`src/rtl/pkt_tx_pkg.sv`:
```
package pkt_tx_pkg;

  typedef enum logic [2:0] {
    PH_IDLE = 3'd0,
    PH_ADDR = 3'd1,
    PH_PAD  = 3'd2,
    PH_WAIT = 3'd3,
    PH_PAY  = 3'd4
  } ptx_phase_e;

  function automatic int unsigned pmax(input int unsigned a, input int unsigned b);
    return (a > b) ? a : b;
  endfunction

endpackage

```
`src/rtl/ptx_seq.sv`:
```
module ptx_seq
  import pkt_tx_pkg::*;
#(
  parameter int ADDR_W  = 4,
  parameter int DATA_W  = 8,
  parameter int MAX_LEN = 10,
  parameter int PAD_CYC = 5,
  parameter int LEN_W   = 4,
  parameter int CNT_W   = 3
) (
  input  logic              clk,
  input  logic              rst_n,
  input  logic              start_valid,
  input  logic [ADDR_W-1:0] start_dest,
  input  logic [LEN_W-1:0]  start_len,
  input  logic              dest_busy_n,
  input  logic              have,
  output logic              start_ready,
  output logic              accept,
  output ptx_phase_e        phase,
  output logic [CNT_W-1:0]  cnt,
  output logic [ADDR_W-1:0] dest,
  output logic [LEN_W-1:0]  len,
  output logic              last_byte,
  output logic              consume,
  output logic              done,
  output logic              err
);

  localparam logic [CNT_W-1:0] ADDR_LAST = CNT_W'(ADDR_W - 1);
  localparam logic [CNT_W-1:0] PAD_LAST  = CNT_W'(PAD_CYC - 1);
  localparam logic [CNT_W-1:0] BIT_LAST  = CNT_W'(DATA_W - 1);
  localparam logic [LEN_W-1:0] LEN_MAX   = LEN_W'(MAX_LEN);

  ptx_phase_e        phase_q;
  logic [CNT_W-1:0]  cnt_q;
  logic [ADDR_W-1:0] dest_q;
  logic [LEN_W-1:0]  len_q;
  logic [LEN_W-1:0]  sent_q;
  logic              done_q;
  logic              err_q;
  logic              len_ok;
  logic              idle;
  logic              reject;

  assign idle      = (phase_q == PH_IDLE);
  assign len_ok    = (start_len != '0) && (start_len <= LEN_MAX);
  assign accept    = start_valid && idle && len_ok;
  assign reject    = start_valid && idle && !len_ok;
  assign last_byte = (sent_q == (len_q - LEN_W'(1)));
  assign consume   = (phase_q == PH_PAY) && have && (cnt_q == BIT_LAST);

  always_ff @(posedge clk or negedge rst_n) begin
    if (!rst_n) begin
      phase_q <= PH_IDLE;
      cnt_q   <= '0;
      dest_q  <= '0;
      len_q   <= '0;
      sent_q  <= '0;
      done_q  <= 1'b0;
      err_q   <= 1'b0;
    end else begin
      done_q <= 1'b0;
      err_q  <= reject;
      unique case (phase_q)
        PH_IDLE: begin
          if (accept) begin
            phase_q <= PH_ADDR;
            cnt_q   <= '0;
            dest_q  <= start_dest;
            len_q   <= start_len;
            sent_q  <= '0;
          end
        end
        PH_ADDR: begin
          if (cnt_q == ADDR_LAST) begin
            cnt_q   <= '0;
            phase_q <= PH_PAD;
          end else begin
            cnt_q <= cnt_q + CNT_W'(1);
          end
        end
        PH_PAD: begin
          if (cnt_q == PAD_LAST) begin
            cnt_q   <= '0;
            phase_q <= dest_busy_n ? PH_PAY : PH_WAIT;
          end else begin
            cnt_q <= cnt_q + CNT_W'(1);
          end
        end
        PH_WAIT: begin
          if (dest_busy_n) begin
            phase_q <= PH_PAY;
          end
        end
        PH_PAY: begin
          if (have) begin
            if (cnt_q == BIT_LAST) begin
              cnt_q <= '0;
              if (last_byte) begin
                phase_q <= PH_IDLE;
                done_q  <= 1'b1;
              end else begin
                sent_q <= sent_q + LEN_W'(1);
              end
            end else begin
              cnt_q <= cnt_q + CNT_W'(1);
            end
          end
        end
        default: phase_q <= PH_IDLE;
      endcase
    end
  end

  assign start_ready = idle;
  assign phase       = phase_q;
  assign cnt         = cnt_q;
  assign dest        = dest_q;
  assign len         = len_q;
  assign done        = done_q;
  assign err         = err_q;

endmodule

```
`src/rtl/ptx_byte_buf.sv`:
```
module ptx_byte_buf #(
  parameter int DATA_W = 8,
  parameter int LEN_W  = 4
) (
  input  logic              clk,
  input  logic              rst_n,
  input  logic              accept,
  input  logic              fill_en,
  input  logic [LEN_W-1:0]  len,
  input  logic              consume,
  input  logic              byte_valid,
  input  logic [DATA_W-1:0] byte_data,
  output logic              byte_ready,
  output logic              have,
  output logic [DATA_W-1:0] cur
);

  logic [DATA_W-1:0] cur_q;
  logic              have_q;
  logic [LEN_W-1:0]  taken_q;
  logic              take;

  assign byte_ready = fill_en && (taken_q < len) && (!have_q || consume);
  assign take       = byte_valid && byte_ready;

  always_ff @(posedge clk or negedge rst_n) begin
    if (!rst_n) begin
      cur_q   <= '0;
      have_q  <= 1'b0;
      taken_q <= '0;
    end else if (accept) begin
      have_q  <= 1'b0;
      taken_q <= '0;
    end else if (take) begin
      cur_q   <= byte_data;
      have_q  <= 1'b1;
      taken_q <= taken_q + LEN_W'(1);
    end else if (consume) begin
      have_q <= 1'b0;
    end
  end

  assign have = have_q;
  assign cur  = cur_q;

endmodule

```
`src/rtl/ptx_line.sv`:
```
module ptx_line
  import pkt_tx_pkg::*;
#(
  parameter int ADDR_W = 4,
  parameter int DATA_W = 8,
  parameter int CNT_W  = 3
) (
  input  ptx_phase_e        phase,
  input  logic [CNT_W-1:0]  cnt,
  input  logic [ADDR_W-1:0] dest,
  input  logic [DATA_W-1:0] cur,
  input  logic              have,
  input  logic              last_byte,
  output logic              frame_n,
  output logic              valid_n,
  output logic              data
);

  localparam logic [CNT_W-1:0] BIT_LAST = CNT_W'(DATA_W - 1);

  logic [ADDR_W-1:0] dest_sh;
  logic [DATA_W-1:0] cur_sh;

  assign dest_sh = dest >> cnt;
  assign cur_sh  = cur >> cnt;

  always_comb begin
    frame_n = 1'b1;
    valid_n = 1'b1;
    data    = 1'b0;
    unique case (phase)
      PH_ADDR: begin
        frame_n = 1'b0;
        data    = dest_sh[0];
      end
      PH_PAD, PH_WAIT: begin
        frame_n = 1'b0;
        data    = 1'b1;
      end
      PH_PAY: begin
        if (have) begin
          valid_n = 1'b0;
          data    = cur_sh[0];
          frame_n = last_byte && (cnt == BIT_LAST);
        end else begin
          frame_n = 1'b0;
        end
      end
      default: ;
    endcase
  end

endmodule

```
`src/rtl/pkt_serial_tx.sv`:
```
module pkt_serial_tx
  import pkt_tx_pkg::*;
#(
  parameter int ADDR_W  = 4,
  parameter int DATA_W  = 8,
  parameter int MAX_LEN = 10,
  parameter int PAD_CYC = 5,
  parameter int LEN_W   = $clog2(MAX_LEN + 1)
) (
  input  logic              clk,
  input  logic              rst_n,
  input  logic              start_valid,
  output logic              start_ready,
  input  logic [ADDR_W-1:0] start_dest,
  input  logic [LEN_W-1:0]  start_len,
  input  logic              byte_valid,
  output logic              byte_ready,
  input  logic [DATA_W-1:0] byte_data,
  input  logic              dest_busy_n,
  output logic              ser_frame_n,
  output logic              ser_valid_n,
  output logic              ser_data,
  output logic              done,
  output logic              err
);

  localparam int CNT_RAW = $clog2(pmax(pmax(ADDR_W, PAD_CYC), DATA_W));
  localparam int CNT_W   = (CNT_RAW < 1) ? 1 : CNT_RAW;

  ptx_phase_e        phase;
  logic [CNT_W-1:0]  cnt;
  logic [ADDR_W-1:0] dest;
  logic [LEN_W-1:0]  len;
  logic [DATA_W-1:0] cur;
  logic              accept;
  logic              have;
  logic              last_byte;
  logic              consume;
  logic              fill_en;

  assign fill_en = (phase == PH_PAD) || (phase == PH_WAIT) || (phase == PH_PAY);

  ptx_seq #(
    .ADDR_W (ADDR_W),
    .DATA_W (DATA_W),
    .MAX_LEN(MAX_LEN),
    .PAD_CYC(PAD_CYC),
    .LEN_W  (LEN_W),
    .CNT_W  (CNT_W)
  ) u_seq (
    .clk        (clk),
    .rst_n      (rst_n),
    .start_valid(start_valid),
    .start_dest (start_dest),
    .start_len  (start_len),
    .dest_busy_n(dest_busy_n),
    .have       (have),
    .start_ready(start_ready),
    .accept     (accept),
    .phase      (phase),
    .cnt        (cnt),
    .dest       (dest),
    .len        (len),
    .last_byte  (last_byte),
    .consume    (consume),
    .done       (done),
    .err        (err)
  );

  ptx_byte_buf #(
    .DATA_W(DATA_W),
    .LEN_W (LEN_W)
  ) u_buf (
    .clk       (clk),
    .rst_n     (rst_n),
    .accept    (accept),
    .fill_en   (fill_en),
    .len       (len),
    .consume   (consume),
    .byte_valid(byte_valid),
    .byte_data (byte_data),
    .byte_ready(byte_ready),
    .have      (have),
    .cur       (cur)
  );

  ptx_line #(
    .ADDR_W(ADDR_W),
    .DATA_W(DATA_W),
    .CNT_W (CNT_W)
  ) u_line (
    .phase    (phase),
    .cnt      (cnt),
    .dest     (dest),
    .cur      (cur),
    .have     (have),
    .last_byte(last_byte),
    .frame_n  (ser_frame_n),
    .valid_n  (ser_valid_n),
    .data     (ser_data)
  );

endmodule

```
`config.mk`:
```
export PLATFORM = sky130hd
export DESIGN_NAME = pkt_serial_tx
export DESIGN_NICKNAME = d
export VERILOG_FILES = /design/src/rtl/pkt_tx_pkg.sv /design/src/rtl/ptx_seq.sv /design/src/rtl/ptx_byte_buf.sv /design/src/rtl/ptx_line.sv /design/src/rtl/pkt_serial_tx.sv
export SDC_FILE = /design/constraint.sdc
export NUM_CORES = 1
export LEC_CHECK = 0
export BUFFER_PORTS_ARGS = -buffer_cell sky130_fd_sc_hd__buf_2
export CORE_MARGIN = 2
export CORE_UTILIZATION = 60
export DETAILED_ROUTE_END_ITERATION = 7
export PLACE_DENSITY = 0.83
export RECOVER_POWER = 25
export SKIP_LAST_GASP = 1
export SLEW_MARGIN = 0
export SYNTH_ARGS = -nofsm -noshare
export SYNTH_HDL_FRONTEND = slang
export SYNTH_SLANG_ARGS = --single-unit
```
`constraint.sdc`:
```
create_clock -name clk -period 4.3 [get_ports clk]
set_input_delay 0 -clock clk [delete_from_list [all_inputs] [get_ports clk]]
set_output_delay 0 -clock clk [all_outputs]
set_load 0.01 [all_outputs]
```
Word-level counts from Yosys, hierarchy flattened:

Cells that the tools add are included.

* bits in registers: 33
* input bits: 21
* output and inout bits: 7
* word-level logic and storage cells: 98

* add/sub/neg operators: 4
* magnitude comparators: 2
* eq/ne operators: 16
* shift operators: 2
* muxes and demuxes: 35
* bitwise gates (word level): 1
* reduce and logical (&&, ||, !) cells: 28

Operators with widths (count)
* 3-bit two-way mux: 13
* 4-bit two-way mux: 6
* 3-bit case mux with 5 select lines: 1
* 3-bit case mux with 4 select lines: 1
* 1-bit two-way mux: 11
* 1-bit logical AND: 10
* 3-bit by 2-bit == test with 1-bit output (second input constant): 3
* 3-bit == test (second input constant): 3
* 4-bit by 1-bit adder with 4-bit output (second input constant): 2
* 2-bit by 1-bit != test with 1-bit output (second input constant): 4
* 2-bit != test (second input constant): 4
* 4-bit case mux with 2 select lines: 1
* 4-bit nonzero test: 2
* 8-bit by 3-bit >> shifter with 1-bit output: 1
* 7-bit AND reduction: 1
* 5-bit AND reduction: 1
* 4-bit == test: 1
* 4-bit less-or-equal comparator (second input constant): 1
* 4-bit less-than comparator: 1
* 2-bit AND reduction: 2
* 2-bit nonzero test: 2
* 4-bit by 3-bit >> shifter with 1-bit output: 1
* 4-bit by 1-bit subtractor with 4-bit output (second input constant): 1
* 3-bit by 1-bit adder with 3-bit output (second input constant): 1
* 11 further kinds: 14

Longest topological paths before layout:

* depth in word-level cells: 8
* mapped depth: 8
* gate-level depth less buffers: 7

By module:

A second synthesis with hierarchy kept.

* cell total of the unflattened synthesis: 188
* area total of the unflattened synthesis: 2048.2 um2

Modules (own cells, without submodules)
* ptx_seq: times used 1, cells each 122, area each 1266.2 um2, sequential area each 500.5 um2
* ptx_byte_buf: times used 1, cells each 51, area each 630.6 um2, sequential area each 325.3 um2
* ptx_line: times used 1, cells each 13, area each 135.1 um2, sequential area each 0.0 um2
* pkt_serial_tx: times used 1, cells each 2, area each 16.3 um2, sequential area each 0.0 um2

Least setup slack after synthesis:

OpenSTA, ideal clock, no wires.

* kind: reg2reg
* from: register u_seq.cnt_q[1] (netlist: u_seq.cnt[1])
* to: register u_buf.cur_q[4] (netlist: u_buf.cur[4])
* library setup time: 125 ps
* data arrival time: 2058 ps
* required time: 4175 ps
* path slack: 2117 ps
* cell stages (with the launch flop): 8
* path buffers: 1
* clock period less this slack: 2183 ps
* cell sequence: dfrtp_1 -> ha_1 -> ha_1 -> nand2b_1 -> a31oi_1 -> a2111oi_4 -> buf_6 -> mux2_2

* longest elaborated chain between the ends: 6

Ends and longest elaborated chain
* start, declared: line ptx_seq.sv:36 `logic [CNT_W-1:0] cnt_q;`
* start signal, assigned: line ptx_seq.sv:80 `cnt_q <= cnt_q + CNT_W'(1);`
* start signal, assigned: line ptx_seq.sv:88 `cnt_q <= cnt_q + CNT_W'(1);`
* start signal, assigned: line ptx_seq.sv:107 `cnt_q <= cnt_q + CNT_W'(1);`
* 3-bit == test: line ptx_seq.sv:51 `assign consume = (phase_q == PH_PAY) && have && (cnt_q == BIT_LAST);`
* 1-bit logical AND: line ptx_seq.sv:51
* 1-bit logical OR: line ptx_byte_buf.sv:23 `assign byte_ready = fill_en && (taken_q < len) && (!have_q || consume);`
* 1-bit logical AND: line ptx_byte_buf.sv:23
* 1-bit logical AND: line ptx_byte_buf.sv:24 `assign take = byte_valid && byte_ready;`
* 2-bit AND reduction (no line)
* end signal, assigned: line ptx_byte_buf.sv:35 `cur_q <= byte_data;`
* end, declared: line ptx_byte_buf.sv:18 `logic [DATA_W-1:0] cur_q;`

Every way passes these cells.
A chain may end at the register's enable or synchronous reset.

Worst setup path after layout:

* from: register u_seq.cnt_q[0] (netlist: u_seq.cnt[0])
* to: register u_buf.cur_q[2] (netlist: u_buf.cur[2])

The elaborated chain is that of the path after synthesis.

==> metrics.txt <==
# TYPE chip_impl_metric gauge
chip_impl_info{name="result_of_the_run",value="complete, but fails checks"} 1
chip_impl_info{name="violations_in_the_final_reports",value="capacitance limit, slew limit"} 1
chip_impl_info{name="cp_common_cell",value="ha_1"} 1
chip_impl_info{name="timing.critical_path.max_delay_family",value="compound AO/OA/AOI/OAI gates"} 1
chip_impl_info{name="mostFrequentLayoutCell",value="dfrtp_1"} 1
chip_impl_metric{name="final.min_clock_period",unit="ns"} 2.77
chip_impl_metric{name="io_pins",unit=""} 28
chip_impl_info{name="tritoncts",value="built"} 1
chip_impl_metric{name="setup_slack",unit="ns"} 1.53
chip_impl_metric{name="drv_cap",unit=""} 1
chip_impl_metric{name="multi_input_area",unit="µm²"} 1050
chip_impl_metric{name="synth.yosys.seq_area_share",unit="%"} 41.6
chip_impl_metric{name="gp_congestion",unit=""} 0.824
chip_impl_info{name="start_kind",value="flop"} 1
chip_impl_info{name="critical_path.endpoint_type",value="flop"} 1
chip_impl_info{name="worstSetupStartpoint",value="u_seq.cnt[0]"} 1
chip_impl_info{name="clockRootBuffer",value="clkbuf_4"} 1
chip_impl_info{name="ys.flop_type",value="dfrtp_1"} 1
chip_impl_metric{name="grt_pass1_wl",unit="mm"} 7.19
chip_impl_metric{name="dpl.cell_count",unit=""} 245
chip_impl_metric{name="die_width",unit="µm"} 61.5
chip_impl_metric{name="final.period_utilization",unit="%"} 64.5
chip_impl_metric{name="viasPerCell",unit=""} 5.88
chip_impl_metric{name="fillCellCount",unit=""} 213
chip_impl_info{name="launching_point_of_the_worst_reg2reg_path",value="u_seq.cnt[0]"} 1
chip_impl_metric{name="mappedNetlistArea",unit="µm²"} 1990
chip_impl_metric{name="worstPathArrival",unit="ns"} 3.00
chip_impl_metric{name="ff_latch_area",unit="µm²"} 826
chip_impl_metric{name="biggest_cell_delay_along_the_critical_path",unit="ns"} 0.88
chip_impl_metric{name="track_usage",unit="%"} 27.2
chip_impl_metric{name="layout.cells.non_filler",unit=""} 271
chip_impl_metric{name="count_of_buffers_inserted_at_the_top_level_ports",unit=""} 27
chip_impl_info{name="crit_path_end",value="u_buf.cur[2]"} 1
chip_impl_metric{name="synth-edff-count",unit=""} 0
chip_impl_metric{name="insertedDiodeCount",unit=""} 0
chip_impl_metric{name="max-slew-margin-rel",unit="%"} -16.3
chip_impl_metric{name="antenna_violating_nets_post_route",unit=""} 0
chip_impl_metric{name="path_clk_slew",unit="ns"} 0.11
chip_impl_info{name="ys_top_cells_by_area",value="dfrtp_1, ha_1, mux2_2, mux2_4, mux4_2"} 1
chip_impl_metric{name="wl_per_cell",unit="µm"} 16.4
chip_impl_metric{name="drt_first_pass_iters",unit=""} 4
chip_impl_metric{name="insertion_delay",unit="ns"} 0.35
chip_impl_metric{name="starting_density_of_the_core",unit="%"} 64.0
chip_impl_metric{name="critical_path.n_buffers_inverters",unit=""} 0
chip_impl_metric{name="grt_pass1_vias",unit=""} 1582
chip_impl_metric{name="synth_nets",unit=""} 213
chip_impl_metric{name="yosys_warnings",unit=""} 0
chip_impl_metric{name="power.density",unit="nW/µm²"} 640
chip_impl_metric{name="post_route_cells_drive_above_1_share",unit="%"} 26.9
chip_impl_metric{name="number_of_max_slew_violations_in_the_final_report",unit=""} 34
chip_impl_info{name="rsz0062_at_grt",value="false"} 1
chip_impl_metric{name="max_slew.worst_pin.slew",unit="ns"} 1.74
chip_impl_metric{name="cell_depth_of_the_worst_setup_path",unit=""} 6
chip_impl_metric{name="dieHeight",unit="µm"} 61.5
chip_impl_metric{name="postSynthRegisterBits",unit=""} 33
chip_impl_metric{name="worstPathMaxFanout",unit=""} 14
chip_impl_metric{name="setup_viol",unit=""} 0
chip_impl_metric{name="wirelength",unit="mm"} 4.43
chip_impl_info{name="hp-class",value="in -> reg"} 1
chip_impl_metric{name="synthDominantCellAreaShare",unit="%"} 41.6
chip_impl_metric{name="syn_inst",unit=""} 181
chip_impl_metric{name="clock_tree.htree_level_count",unit=""} 2
chip_impl_metric{name="hold_path_depth",unit=""} 3
chip_impl_info{name="crit_path_max_delay_cell_type",value="a2111oi_4"} 1
chip_impl_metric{name="drt_iter0_drc",unit=""} 72
chip_impl_metric{name="synthesis.area_per_instance",unit="µm²"} 11.0
chip_impl_metric{name="ys_async_sr_fraction",unit="%"} 100
chip_impl_metric{name="fin_hold_ws",unit="ns"} 0.0293
chip_impl_metric{name="vdd.ir_drop.worst",unit="µV"} 490
chip_impl_metric{name="finalSetupTns",unit="ns"} 0
chip_impl_metric{name="fmax",unit="MHz"} 361
chip_impl_metric{name="max-clock-path-buffers",unit=""} 2
chip_impl_metric{name="ff2ff_path_depth",unit=""} 6
chip_impl_metric{name="detailed_route_drc_error_count",unit=""} 0
chip_impl_metric{name="hpwl",unit="mm"} 2.99
chip_impl_metric{name="dp_slack",unit="ns"} 1.55
chip_impl_info{name="path_cells",value="ha_1 > ha_1 > nand2b_1 > a31oi_1 > a2111oi_4 > mux2_2"} 1
chip_impl_metric{name="coreArea",unit="µm²"} 3100
chip_impl_info{name="synth_largest_area_cell",value="dfrtp_1"} 1
chip_impl_metric{name="cp.required",unit="ns"} 4.53
chip_impl_metric{name="clock_sink_count",unit=""} 33
chip_impl_info{name="most-common-layout-cells",value="dfrtp_1, buf_2, dlygate4sd3_1"} 1
chip_impl_metric{name="finalHoldViolations",unit=""} 0
chip_impl_metric{name="routed-via-count",unit=""} 1593
chip_impl_metric{name="nets",unit=""} 258
chip_impl_metric{name="grt_max_degree",unit=""} 34
chip_impl_metric{name="dieArea",unit="µm²"} 3790
chip_impl_metric{name="yosysUniqueCellTypes",unit=""} 47
chip_impl_info{name="regToRegEndpoint",value="u_buf.cur[2]"} 1
chip_impl_metric{name="fin_worst_skew",unit="ns"} 0.0157
chip_impl_metric{name="antenna_found_initial",unit=""} 0
chip_impl_metric{name="grt.overflow.total",unit=""} 0
chip_impl_metric{name="leakage",unit="nW"} 1.10
chip_impl_info{name="timing.setup.critical_path_class",value="reg -> reg"} 1
chip_impl_metric{name="row_count",unit=""} 20
chip_impl_metric{name="numCtsBuffers",unit=""} 5
chip_impl_metric{name="worst-r2r-setup-slack",unit="ns"} 1.53
chip_impl_metric{name="layout_area_growth_over_synthesis",unit="%"} 20.3
## where the power goes
group,internal (mW),switching (mW)
Combinational,0.372,0.331
Sequential,0.431,0.159
Clock,0.123,0.113
Total,0.926,0.602
## registers in the layout, summed over array words and instances (netlist names)
signal	flops
u_buf.cur	8
u_buf.taken_q	4
u_seq.dest	4
u_seq.len	4
u_seq.sent_q	4
u_seq.cnt	3
u_seq.phase	3
u_buf.have	1
u_seq.done	1
u_seq.err	1
## per-layer routing
layer  up-vias  global-route usage [%]  part of all wire, %
li1        742                       -                    -
met1       779                    31.2                   39
met2        53                    46.5                   52
met3        19                    6.72                  4.3
met4         0                    15.2                  4.1
met5         -                       0                    0
## stage by stage
step / instance area, µm² / utilization [%] / power, mW
6_report: 2390 / 77.0 / 1.53
5_1_grt: 2390 / 77.0 / 1.63
4_1_cts: 2390 / 77.0 / 1.52
3_5_place_dp: 2130 / 68.5 / 1.27
3_3_place_gp: 2130 / 68.5 / 1.22
2_1_floorplan: 1990 / - / 1.12
## worst min-delay path by stage
stage                      from           end  slack [ns]
finish              start_valid     u_seq.err        0.03
global route        start_valid     u_seq.err       0.006
CTS                 start_valid     u_seq.err        0.02
detailed placement        rst_n  u_seq.len[0]        0.09
global placement          rst_n  u_seq.len[1]        0.08
floorplan                 rst_n  u_buf.cur[0]       -0.30
## synth_stat cells, drive strengths merged (4+ instances only)
| cell type | number |
|---|---|
| xnor2 | 6 |
| nor2b | 4 |
| dfrtp | 33 |
| a21oi | 5 |
| mux2 | 18 |
| ha | 11 |
| mux2i | 5 |
| o21ai | 9 |
| nand2 | 17 |
| inv | 15 |
| nand3 | 6 |
| nor2 | 6 |
| buf | 4 |
## area by class of cell
type | count | area share [%]
Clock buffer | 5 | 1.57
Tap cell | 44 | 2.30
Timing Repair Buffer | 45 | 13.1
Sequential cell | 33 | 34.6
Multi-Input combinational cell | 126 | 44.1
Inverter | 15 | 2.36
Clock inverter | 3 | 1.94
## worst min-delay path, stage by stage
cell,delay [ns]
buf_2,0.11
or4b_1,0.19
nor2_1,0.05
## cells by family (layout without fill, tap and decap cells)
group	after synthesis	in the layout	synth area share, %
XOR/XNOR	6	6	2.65
AO/OA/AOI/OAI	32	32	11.8
multiplexers	26	26	17.3
adder cells (fa/ha/maj)	11	11	6.93
AND/OR/NAND/NOR	51	51	14.4
buffers and inverters	22	68	5.36
flip-flops	33	33	41.6
## what timing repair did
item,CTS,global route
setup buffers,0,0
setup endpoints to repair,0,0
hold buffers,18,0
gates resized for setup,0,0
endpoints found under the hold margin,51,0
Note: power is estimated with default switching activity, not from simulation.
